--- config.mk ---
export PLATFORM = sky130hd
export DESIGN_NAME = icap_unit
export DESIGN_NICKNAME = d
export VERILOG_FILES = /design/src/rtl/icap_pkg.sv /design/src/rtl/icap_edge_detect.sv /design/src/rtl/icap_counter.sv /design/src/rtl/icap_regbank.sv /design/src/rtl/icap_unit.sv
export SDC_FILE = /design/constraint.sdc
export NUM_CORES = 1
export LEC_CHECK = 0
export ABC_CLOCK_PERIOD_IN_PS = 2400
export BUFFER_PORTS_ARGS = -buffer_cell sky130_fd_sc_hd__buf_2
export CORE_ASPECT_RATIO = 0.6
export CORE_MARGIN = 2
export CORE_UTILIZATION = 52
export CTS_BUF_LIST = sky130_fd_sc_hd__clkbuf_16
export DETAILED_ROUTE_END_ITERATION = 10
export GPL_TIMING_DRIVEN = 0
export PLACE_DENSITY = 0.84
export SLEW_MARGIN = 20
export SYNTH_ARGS = -nofsm -noshare
export SYNTH_HDL_FRONTEND = slang
export SYNTH_HIERARCHICAL = 1
export SYNTH_SLANG_ARGS = --single-unit
--- constraint.sdc ---
create_clock -name clk -period 2.4 [get_ports clk]
set_input_delay 0.48 -clock clk [delete_from_list [all_inputs] [get_ports clk]]
set_output_delay 0.48 -clock clk [all_outputs]
set_load 0.005 [all_outputs]
--- src/rtl/icap_pkg.sv ---
package icap_pkg;
  localparam int ADDR_W = 4;

  typedef enum logic [ADDR_W-1:0] {
    A_CNT_LO  = 4'h0,
    A_CNT_HI  = 4'h1,
    A_CAP_LO  = 4'h2,
    A_CAP_HI  = 4'h3,
    A_CMPA_LO = 4'h4,
    A_CMPA_HI = 4'h5,
    A_CMPB_LO = 4'h6,
    A_CMPB_HI = 4'h7,
    A_CTRL    = 4'h8,
    A_STAT    = 4'h9
  } reg_addr_e;
endpackage

--- src/rtl/icap_edge_detect.sv ---
module icap_edge_detect #(
  parameter int SYNC_STAGES = 2
) (
  input  logic clk,
  input  logic rst_n,
  input  logic pin,
  input  logic sel_rise,
  output logic edge_hit
);
  logic [SYNC_STAGES-1:0] sync_q;
  logic                   prev_q;

  generate
    for (genvar i = 0; i < SYNC_STAGES; i++) begin : g_sync
      if (i == 0) begin : g_first
        always_ff @(posedge clk or negedge rst_n) begin
          if (!rst_n) sync_q[i] <= 1'b0;
          else        sync_q[i] <= pin;
        end
      end else begin : g_next
        always_ff @(posedge clk or negedge rst_n) begin
          if (!rst_n) sync_q[i] <= 1'b0;
          else        sync_q[i] <= sync_q[i-1];
        end
      end
    end
  endgenerate

  always_ff @(posedge clk or negedge rst_n) begin
    if (!rst_n) prev_q <= 1'b0;
    else        prev_q <= sync_q[SYNC_STAGES-1];
  end

  always_comb begin
    if (sel_rise) edge_hit = sync_q[SYNC_STAGES-1] & ~prev_q;
    else          edge_hit = ~sync_q[SYNC_STAGES-1] & prev_q;
  end

  // one edge yields a single-cycle detection unless the polarity changes
  p_single_pulse_r3: assert property (@(posedge clk) disable iff (!rst_n)
    edge_hit |=> (!edge_hit || !$stable(sel_rise)));
endmodule

--- src/rtl/icap_counter.sv ---
module icap_counter #(
  parameter int CNT_W = 16
) (
  input  logic             clk,
  input  logic             rst_n,
  input  logic             load,
  input  logic [CNT_W-1:0] load_val,
  output logic [CNT_W-1:0] cnt
);
  logic [CNT_W-1:0] cnt_q, cnt_d;

  always_comb begin
    if (load) cnt_d = load_val;
    else      cnt_d = cnt_q + CNT_W'(1);
  end

  always_ff @(posedge clk or negedge rst_n) begin
    if (!rst_n) cnt_q <= '0;
    else        cnt_q <= cnt_d;
  end

  assign cnt = cnt_q;

  // without a load the counter advances by exactly one
  p_count_step_r2: assert property (@(posedge clk) disable iff (!rst_n)
    !load |=> cnt_q == $past(cnt_q) + CNT_W'(1));
endmodule

--- src/rtl/icap_regbank.sv ---
module icap_regbank
  import icap_pkg::*;
#(
  parameter int BYTE_W = 8,
  localparam int WORD_W = 2 * BYTE_W
) (
  input  logic              clk,
  input  logic              rst_n,
  input  logic [ADDR_W-1:0] addr,
  input  logic              wr_en,
  input  logic              rd_en,
  input  logic [BYTE_W-1:0] wdata,
  output logic [BYTE_W-1:0] rdata,
  input  logic [WORD_W-1:0] cnt,
  output logic              cnt_load,
  output logic [WORD_W-1:0] cnt_load_val,
  input  logic              cap_hit,
  output logic              sel_rise,
  output logic [WORD_W-1:0] cmp_a,
  output logic [WORD_W-1:0] cmp_b
);
  logic [BYTE_W-1:0] temp_q, temp_d;
  logic [WORD_W-1:0] cap_q, cap_d;
  logic [WORD_W-1:0] cmpa_q, cmpa_d;
  logic [WORD_W-1:0] cmpb_q, cmpb_d;
  logic              flag_q, flag_d;
  logic              rise_q, rise_d;

  always_comb begin
    temp_d       = temp_q;
    cap_d        = cap_q;
    cmpa_d       = cmpa_q;
    cmpb_d       = cmpb_q;
    flag_d       = flag_q;
    rise_d       = rise_q;
    cnt_load     = 1'b0;
    cnt_load_val = {temp_q, wdata};
    if (rd_en) begin
      case (addr)
        A_CNT_LO:  temp_d = cnt[WORD_W-1:BYTE_W];
        A_CAP_LO:  temp_d = cap_q[WORD_W-1:BYTE_W];
        A_CMPA_LO: temp_d = cmpa_q[WORD_W-1:BYTE_W];
        A_CMPB_LO: temp_d = cmpb_q[WORD_W-1:BYTE_W];
        default:   ;
      endcase
    end
    if (wr_en) begin
      case (addr)
        A_CNT_HI, A_CMPA_HI, A_CMPB_HI: temp_d = wdata;
        A_CNT_LO:  cnt_load = 1'b1;
        A_CMPA_LO: cmpa_d = {temp_q, wdata};
        A_CMPB_LO: cmpb_d = {temp_q, wdata};
        A_CTRL:    rise_d = wdata[0];
        A_STAT:    if (wdata[0]) flag_d = 1'b0;
        default:   ;
      endcase
    end
    if (cap_hit) begin
      cap_d  = cnt;
      flag_d = 1'b1;
    end
  end

  always_ff @(posedge clk or negedge rst_n) begin
    if (!rst_n) begin
      temp_q <= '0;
      cap_q  <= '0;
      cmpa_q <= '0;
      cmpb_q <= '0;
      flag_q <= 1'b0;
      rise_q <= 1'b1;
    end else begin
      temp_q <= temp_d;
      cap_q  <= cap_d;
      cmpa_q <= cmpa_d;
      cmpb_q <= cmpb_d;
      flag_q <= flag_d;
      rise_q <= rise_d;
    end
  end

  always_comb begin
    rdata = '0;
    if (rd_en) begin
      case (addr)
        A_CNT_LO:  rdata = cnt[BYTE_W-1:0];
        A_CAP_LO:  rdata = cap_q[BYTE_W-1:0];
        A_CMPA_LO: rdata = cmpa_q[BYTE_W-1:0];
        A_CMPB_LO: rdata = cmpb_q[BYTE_W-1:0];
        A_CNT_HI, A_CAP_HI, A_CMPA_HI, A_CMPB_HI: rdata = temp_q;
        A_CTRL:    rdata = {{(BYTE_W-1){1'b0}}, rise_q};
        A_STAT:    rdata = {{(BYTE_W-1){1'b0}}, flag_q};
        default:   rdata = '0;
      endcase
    end
  end

  assign sel_rise = rise_q;
  assign cmp_a    = cmpa_q;
  assign cmp_b    = cmpb_q;

  // the capture register receives the counter value of the detection cycle
  p_capture_value_r3: assert property (@(posedge clk) disable iff (!rst_n)
    cap_hit |=> cap_q == $past(cnt));
  // the flag is set together with the capture load
  p_flag_with_load_r5: assert property (@(posedge clk) disable iff (!rst_n)
    cap_hit |=> flag_q);
  // clearing without a capture drops the flag
  p_flag_clear_r6: assert property (@(posedge clk) disable iff (!rst_n)
    (wr_en && addr == A_STAT && wdata[0] && !cap_hit) |=> !flag_q);
  // capture addresses are read-only
  p_cap_readonly_r11: assert property (@(posedge clk) disable iff (!rst_n)
    (wr_en && (addr == A_CAP_LO || addr == A_CAP_HI) && !cap_hit) |=> $stable(cap_q));
  // a high-byte write never moves a compare register
  p_hi_no_commit_r10: assert property (@(posedge clk) disable iff (!rst_n)
    (wr_en && (addr == A_CMPA_HI || addr == A_CMPB_HI)) |=> ($stable(cmpa_q) && $stable(cmpb_q)));
endmodule

--- src/rtl/icap_unit.sv ---
module icap_unit
  import icap_pkg::*;
#(
  parameter int BYTE_W      = 8,
  parameter int SYNC_STAGES = 2,
  localparam int WORD_W = 2 * BYTE_W
) (
  input  logic              clk,
  input  logic              rst_n,
  input  logic              cap_in,
  input  logic [ADDR_W-1:0] bus_addr,
  input  logic              bus_wr,
  input  logic              bus_rd,
  input  logic [BYTE_W-1:0] bus_wdata,
  output logic [BYTE_W-1:0] bus_rdata,
  output logic [WORD_W-1:0] cmp_a,
  output logic [WORD_W-1:0] cmp_b
);
  logic [1:0]        rst_sync_q;
  logic              rst_i;
  logic [WORD_W-1:0] cnt;
  logic              cnt_load;
  logic [WORD_W-1:0] cnt_load_val;
  logic              cap_hit;
  logic              sel_rise;

  always_ff @(posedge clk or negedge rst_n) begin
    if (!rst_n) rst_sync_q <= 2'b00;
    else        rst_sync_q <= {rst_sync_q[0], 1'b1};
  end
  assign rst_i = rst_sync_q[1];

  icap_edge_detect #(.SYNC_STAGES(SYNC_STAGES)) u_edge (
    .clk      (clk),
    .rst_n    (rst_i),
    .pin      (cap_in),
    .sel_rise (sel_rise),
    .edge_hit (cap_hit)
  );

  icap_counter #(.CNT_W(WORD_W)) u_cnt (
    .clk      (clk),
    .rst_n    (rst_i),
    .load     (cnt_load),
    .load_val (cnt_load_val),
    .cnt      (cnt)
  );

  icap_regbank #(.BYTE_W(BYTE_W)) u_regs (
    .clk          (clk),
    .rst_n        (rst_i),
    .addr         (bus_addr),
    .wr_en        (bus_wr),
    .rd_en        (bus_rd),
    .wdata        (bus_wdata),
    .rdata        (bus_rdata),
    .cnt          (cnt),
    .cnt_load     (cnt_load),
    .cnt_load_val (cnt_load_val),
    .cap_hit      (cap_hit),
    .sel_rise     (sel_rise),
    .cmp_a        (cmp_a),
    .cmp_b        (cmp_b)
  );
endmodule

==> results.sh <==
export IMPL_io_buffer_count=53
export IMPL_status="completed"
export IMPL_starting_density_of_the_core_pct=54.3
export IMPL_cts_sink_cnt=79
export IMPL_detail_route_first_pass_iterations=4
export IMPL_mappedNetlistArea_um2=3980
export IMPL_finalClockSkew_ns=0.00531
export IMPL_ys_dominant_reg_cell="sky130_fd_sc_hd__dfrtp_1"
export IMPL_synth_lib_cells_used_distinct=45
export IMPL_flow_area_growth_from_synthesis_pct=18.7
export IMPL_postSynth_asyncResetShare_pct=100
export IMPL_hold_class="register to asynchronous set/reset pin"
export IMPL_route_vias_total=3045
export IMPL_postRouteWirelength_mm=10.0
export IMPL_max_freq_ghz=0.429
export IMPL_arrival_ns=1.85
export IMPL_die_extent_in_y_um=71.8
export IMPL_maxCapViolCount=0
export IMPL_post_placement_cell_area_um2=4410
export IMPL_grt_start_max_net_pins=51
export IMPL_clkTransAtPathRegs_ns=0.05
export IMPL_synth_compound_gate_area_share_pct=10.5
export IMPL_grtUsageTotal_pct=26.3
export IMPL_maximum_fanout_along_the_worst_path=10
export IMPL_path_class="input pin to output port"
export IMPL_floorplan_rows=24
export IMPL_timing_worst_slew_pin_value_ns=0.705
export IMPL_setup_slack_of_the_worst_register_to_register_path_ns=0.17
export IMPL_antenna_violations_before_repair=0
export IMPL_timing_max_slew_rel_slack_pct=52.9
export IMPL_setup_violations=0
export IMPL_number_of_cts_inserted_buffers=9
export IMPL_grt_ovfl_total=0
export IMPL_layout_drive_gt1_share_pct=39.4
export IMPL_yosys_area_share_simple_pct=12.3
export IMPL_p_total_mw=4.55
export IMPL_yosysSeqAreaShare_pct=49.7
export IMPL_synthesis_yosys_warnings=6
export IMPL_layout_min_cycle_time_ns=2.33
export IMPL_diodes=0
export IMPL_clock_insertion_delay_worst_skew_ns=0.34
export IMPL_grt_pass1_vias=2932
export IMPL_hpwl_mm=7.04
export IMPL_yosys_register_bits=79
export IMPL_cts_root_buf="sky130_fd_sc_hd__clkbuf_16"
export IMPL_synth_adder_area_share_pct=0.314
export IMPL_r2r_start="u_regs/sel_rise"
export IMPL_critical_path_max_stage_delay_ns=0.40
export IMPL_hold_violations=0
export IMPL_powerDensity_nw_per_um2=964
export IMPL_regToRegEndpoint="u_regs/cap_q[8]"
export IMPL_crit_path_start="bus_addr[0]"
export IMPL_vias_per_cell=5.88
export IMPL_reg2reg_depth=5
export IMPL_final_area_um2=4720
export IMPL_top_level_ports=57
export IMPL_final_util_pct=64.5
export IMPL_cp_cell_sequence="buf_4 -> or3b_1 -> buf_6 -> buf_6 -> nor2_2 -> a221oi_2 -> a21oi_1 -> buf_2"
export IMPL_synth_edff_count=0
export IMPL_tritoncts="done"
export IMPL_layout_worst_path_cycle_share_pct=97.1
export IMPL_critPathCaptureType="output port"
export IMPL_cp_slowest_cell="sky130_fd_sc_hd__or3b_1"
export IMPL_ctsLongestPathBuffers=2
export IMPL_synthMuxAreaShare_pct=19.2
export IMPL_cp_start_kind="input pin"
export IMPL_detail_route_antenna_nets=0
export IMPL_fin_worst_hold_slack_ns=0.251
export IMPL_avgSynthCellArea_um2=11.6
export IMPL_drt_first_iter_violations=215
export IMPL_synth_top_family_by_area="multiplexers"
export IMPL_detail_route_drc_violations=0
export IMPL_detail_routed_net_length_per_standard_cell_um=19.4
export IMPL_place_congestion=0.893
export IMPL_worst_path_most_repeated_cell="sky130_fd_sc_hd__buf_6"
export IMPL_maxSlewViolCount=0
export IMPL_area_of_the_die_um2=8390
export IMPL_timing_critical_path_required_ns=1.92
export IMPL_power_leakage_nw=2.12
export IMPL_synth_area_in_xor_xnor_pct=3.08
export IMPL_grt_pass1_wl_mm=15.9
export IMPL_htree_num_levels=3
export IMPL_synthesis_instances=342
export IMPL_postSynthNetCount=360
export IMPL_dieWidth_um=117
export IMPL_number_of_nets_in_the_layout=427
export IMPL_power_ir_vdd_worst_mv=0.608
export IMPL_design_core_area_um2=7330
==> cell usage after synthesis (all sizes together), types with 4 or more instances <==
library cell	instances	area share, %
mux2i	16	4.0
nor4	6	2.1
dfrtp	78	49
mux2	51	15
nand2	39	3.9
xor2	5	1.1
nor3	4	0.50
o22ai	8	1.3
nor2	11	1.4
a22o	8	1.8
o21ai	32	4.1
xnor2	9	2.0
a21oi	7	0.88
nand3	6	0.88
clkbuf	6	0.57
a221oi	7	1.5
buf	22	4.0
==> kinds of logic (layout without fill, tap and decap cells) <==
kind of cell	count (synthesis)	after routing
fa+ha+maj	1	1
other cells	1	1
mux	67	67
buf+inv	31	103
compound gates	67	67
xor+xnor	14	14
simple gates	82	82
flops	79	79
==> power by group <==
part           internal [mW]  leakage, nW  switching [mW]
clock network          0.681        0.135           0.524
logic                  0.622         1.03           0.469
registers               1.77        0.954           0.485
==> cells in the final DEF, fill, tap and decap left out, types with 9 or more instances in the layout <==
cell                        synthesis  final
sky130_fd_sc_hd__clkbuf_16          0      9
sky130_fd_sc_hd__xnor2_1            9      9
sky130_fd_sc_hd__o21ai_0           23     23
sky130_fd_sc_hd__dfrtp_1           78     77
sky130_fd_sc_hd__mux2i_1           16     16
sky130_fd_sc_hd__nand2_1           38     38
sky130_fd_sc_hd__mux2_2            43     43
sky130_fd_sc_hd__buf_2              7     58
sky130_fd_sc_hd__buf_4             12     14
==> sequential cells by signal, summed over array words and instances (netlist names) <==
signal           count
u_edge/sync_q        2
rst_sync_q           2
u_regs/temp_q        8
u_regs/cap_q        16
u_regs/flag_q        1
u_regs/sel_rise      1
u_regs/cmp_a        16
u_regs/cmp_b        16
u_edge/prev_q        1
u_cnt/cnt           16
==> per-stage QoR <==
stage / setup TNS (ns) / worst slack [ns] / std cells
after floorplan: 0 / 0.0387 / 342
after global placement: -61.40 / -0.741 / 499
after detailed placement: -7.17 / -0.388 / 500
after CTS: 0 / 0.0292 / 518
after global routing: -0.00306 / -0.00306 / 518
final: 0 / 0.0692 / 518
==> worst max-delay path by stage <==
stage	to	slack (ns)
2_1_floorplan	u_cnt/cnt[0]	0.04
3_3_place_gp	u_regs/cmp_b[13]	-0.74
3_5_place_dp	u_cnt/cnt[7]	-0.39
4_1_cts	bus_rdata[1]	0.03
5_1_grt	bus_rdata[0]	-0.003
6_report	bus_rdata[6]	0.07
==> area by class of cell <==
cell class / count / area (um^2)
clock buffer: 9 / 225
clock inverter: 7 / 31.3
sequential: 79 / 1980
multi-input combinational: 232 / 1840
inverter: 3 / 11.3
tap: 104 / 130
fill: 588 / 2600
timing repair buffer: 57 / 318
buffer: 27 / 190
==> critical path: cells and delay by family <==
kind	cells	cell delay, ns
simple gates	2	0.53
compound gates	2	0.24
buf+inv	4	0.60
==> per-layer routing <==
metal / GRT usage, % / vias up / routed length, um
met1: 39.1 / 1534 / 4660
met4: 8.24 / 0 / 121
met5: 0 / - / 0
met2: 37.8 / 132 / 4350
li1: - / 1367 / -
met3: 7.19 / 12 / 896
==> what timing repair did <==
item,4_1_cts,5_1_grt
pin swaps,2,1
endpoints found under the setup margin,14,5
endpoints found under the hold margin,2,0
hold buffers,1,0
gates resized for setup,2,12
setup buffers,2,0
(Power assumes the default switching activity.)
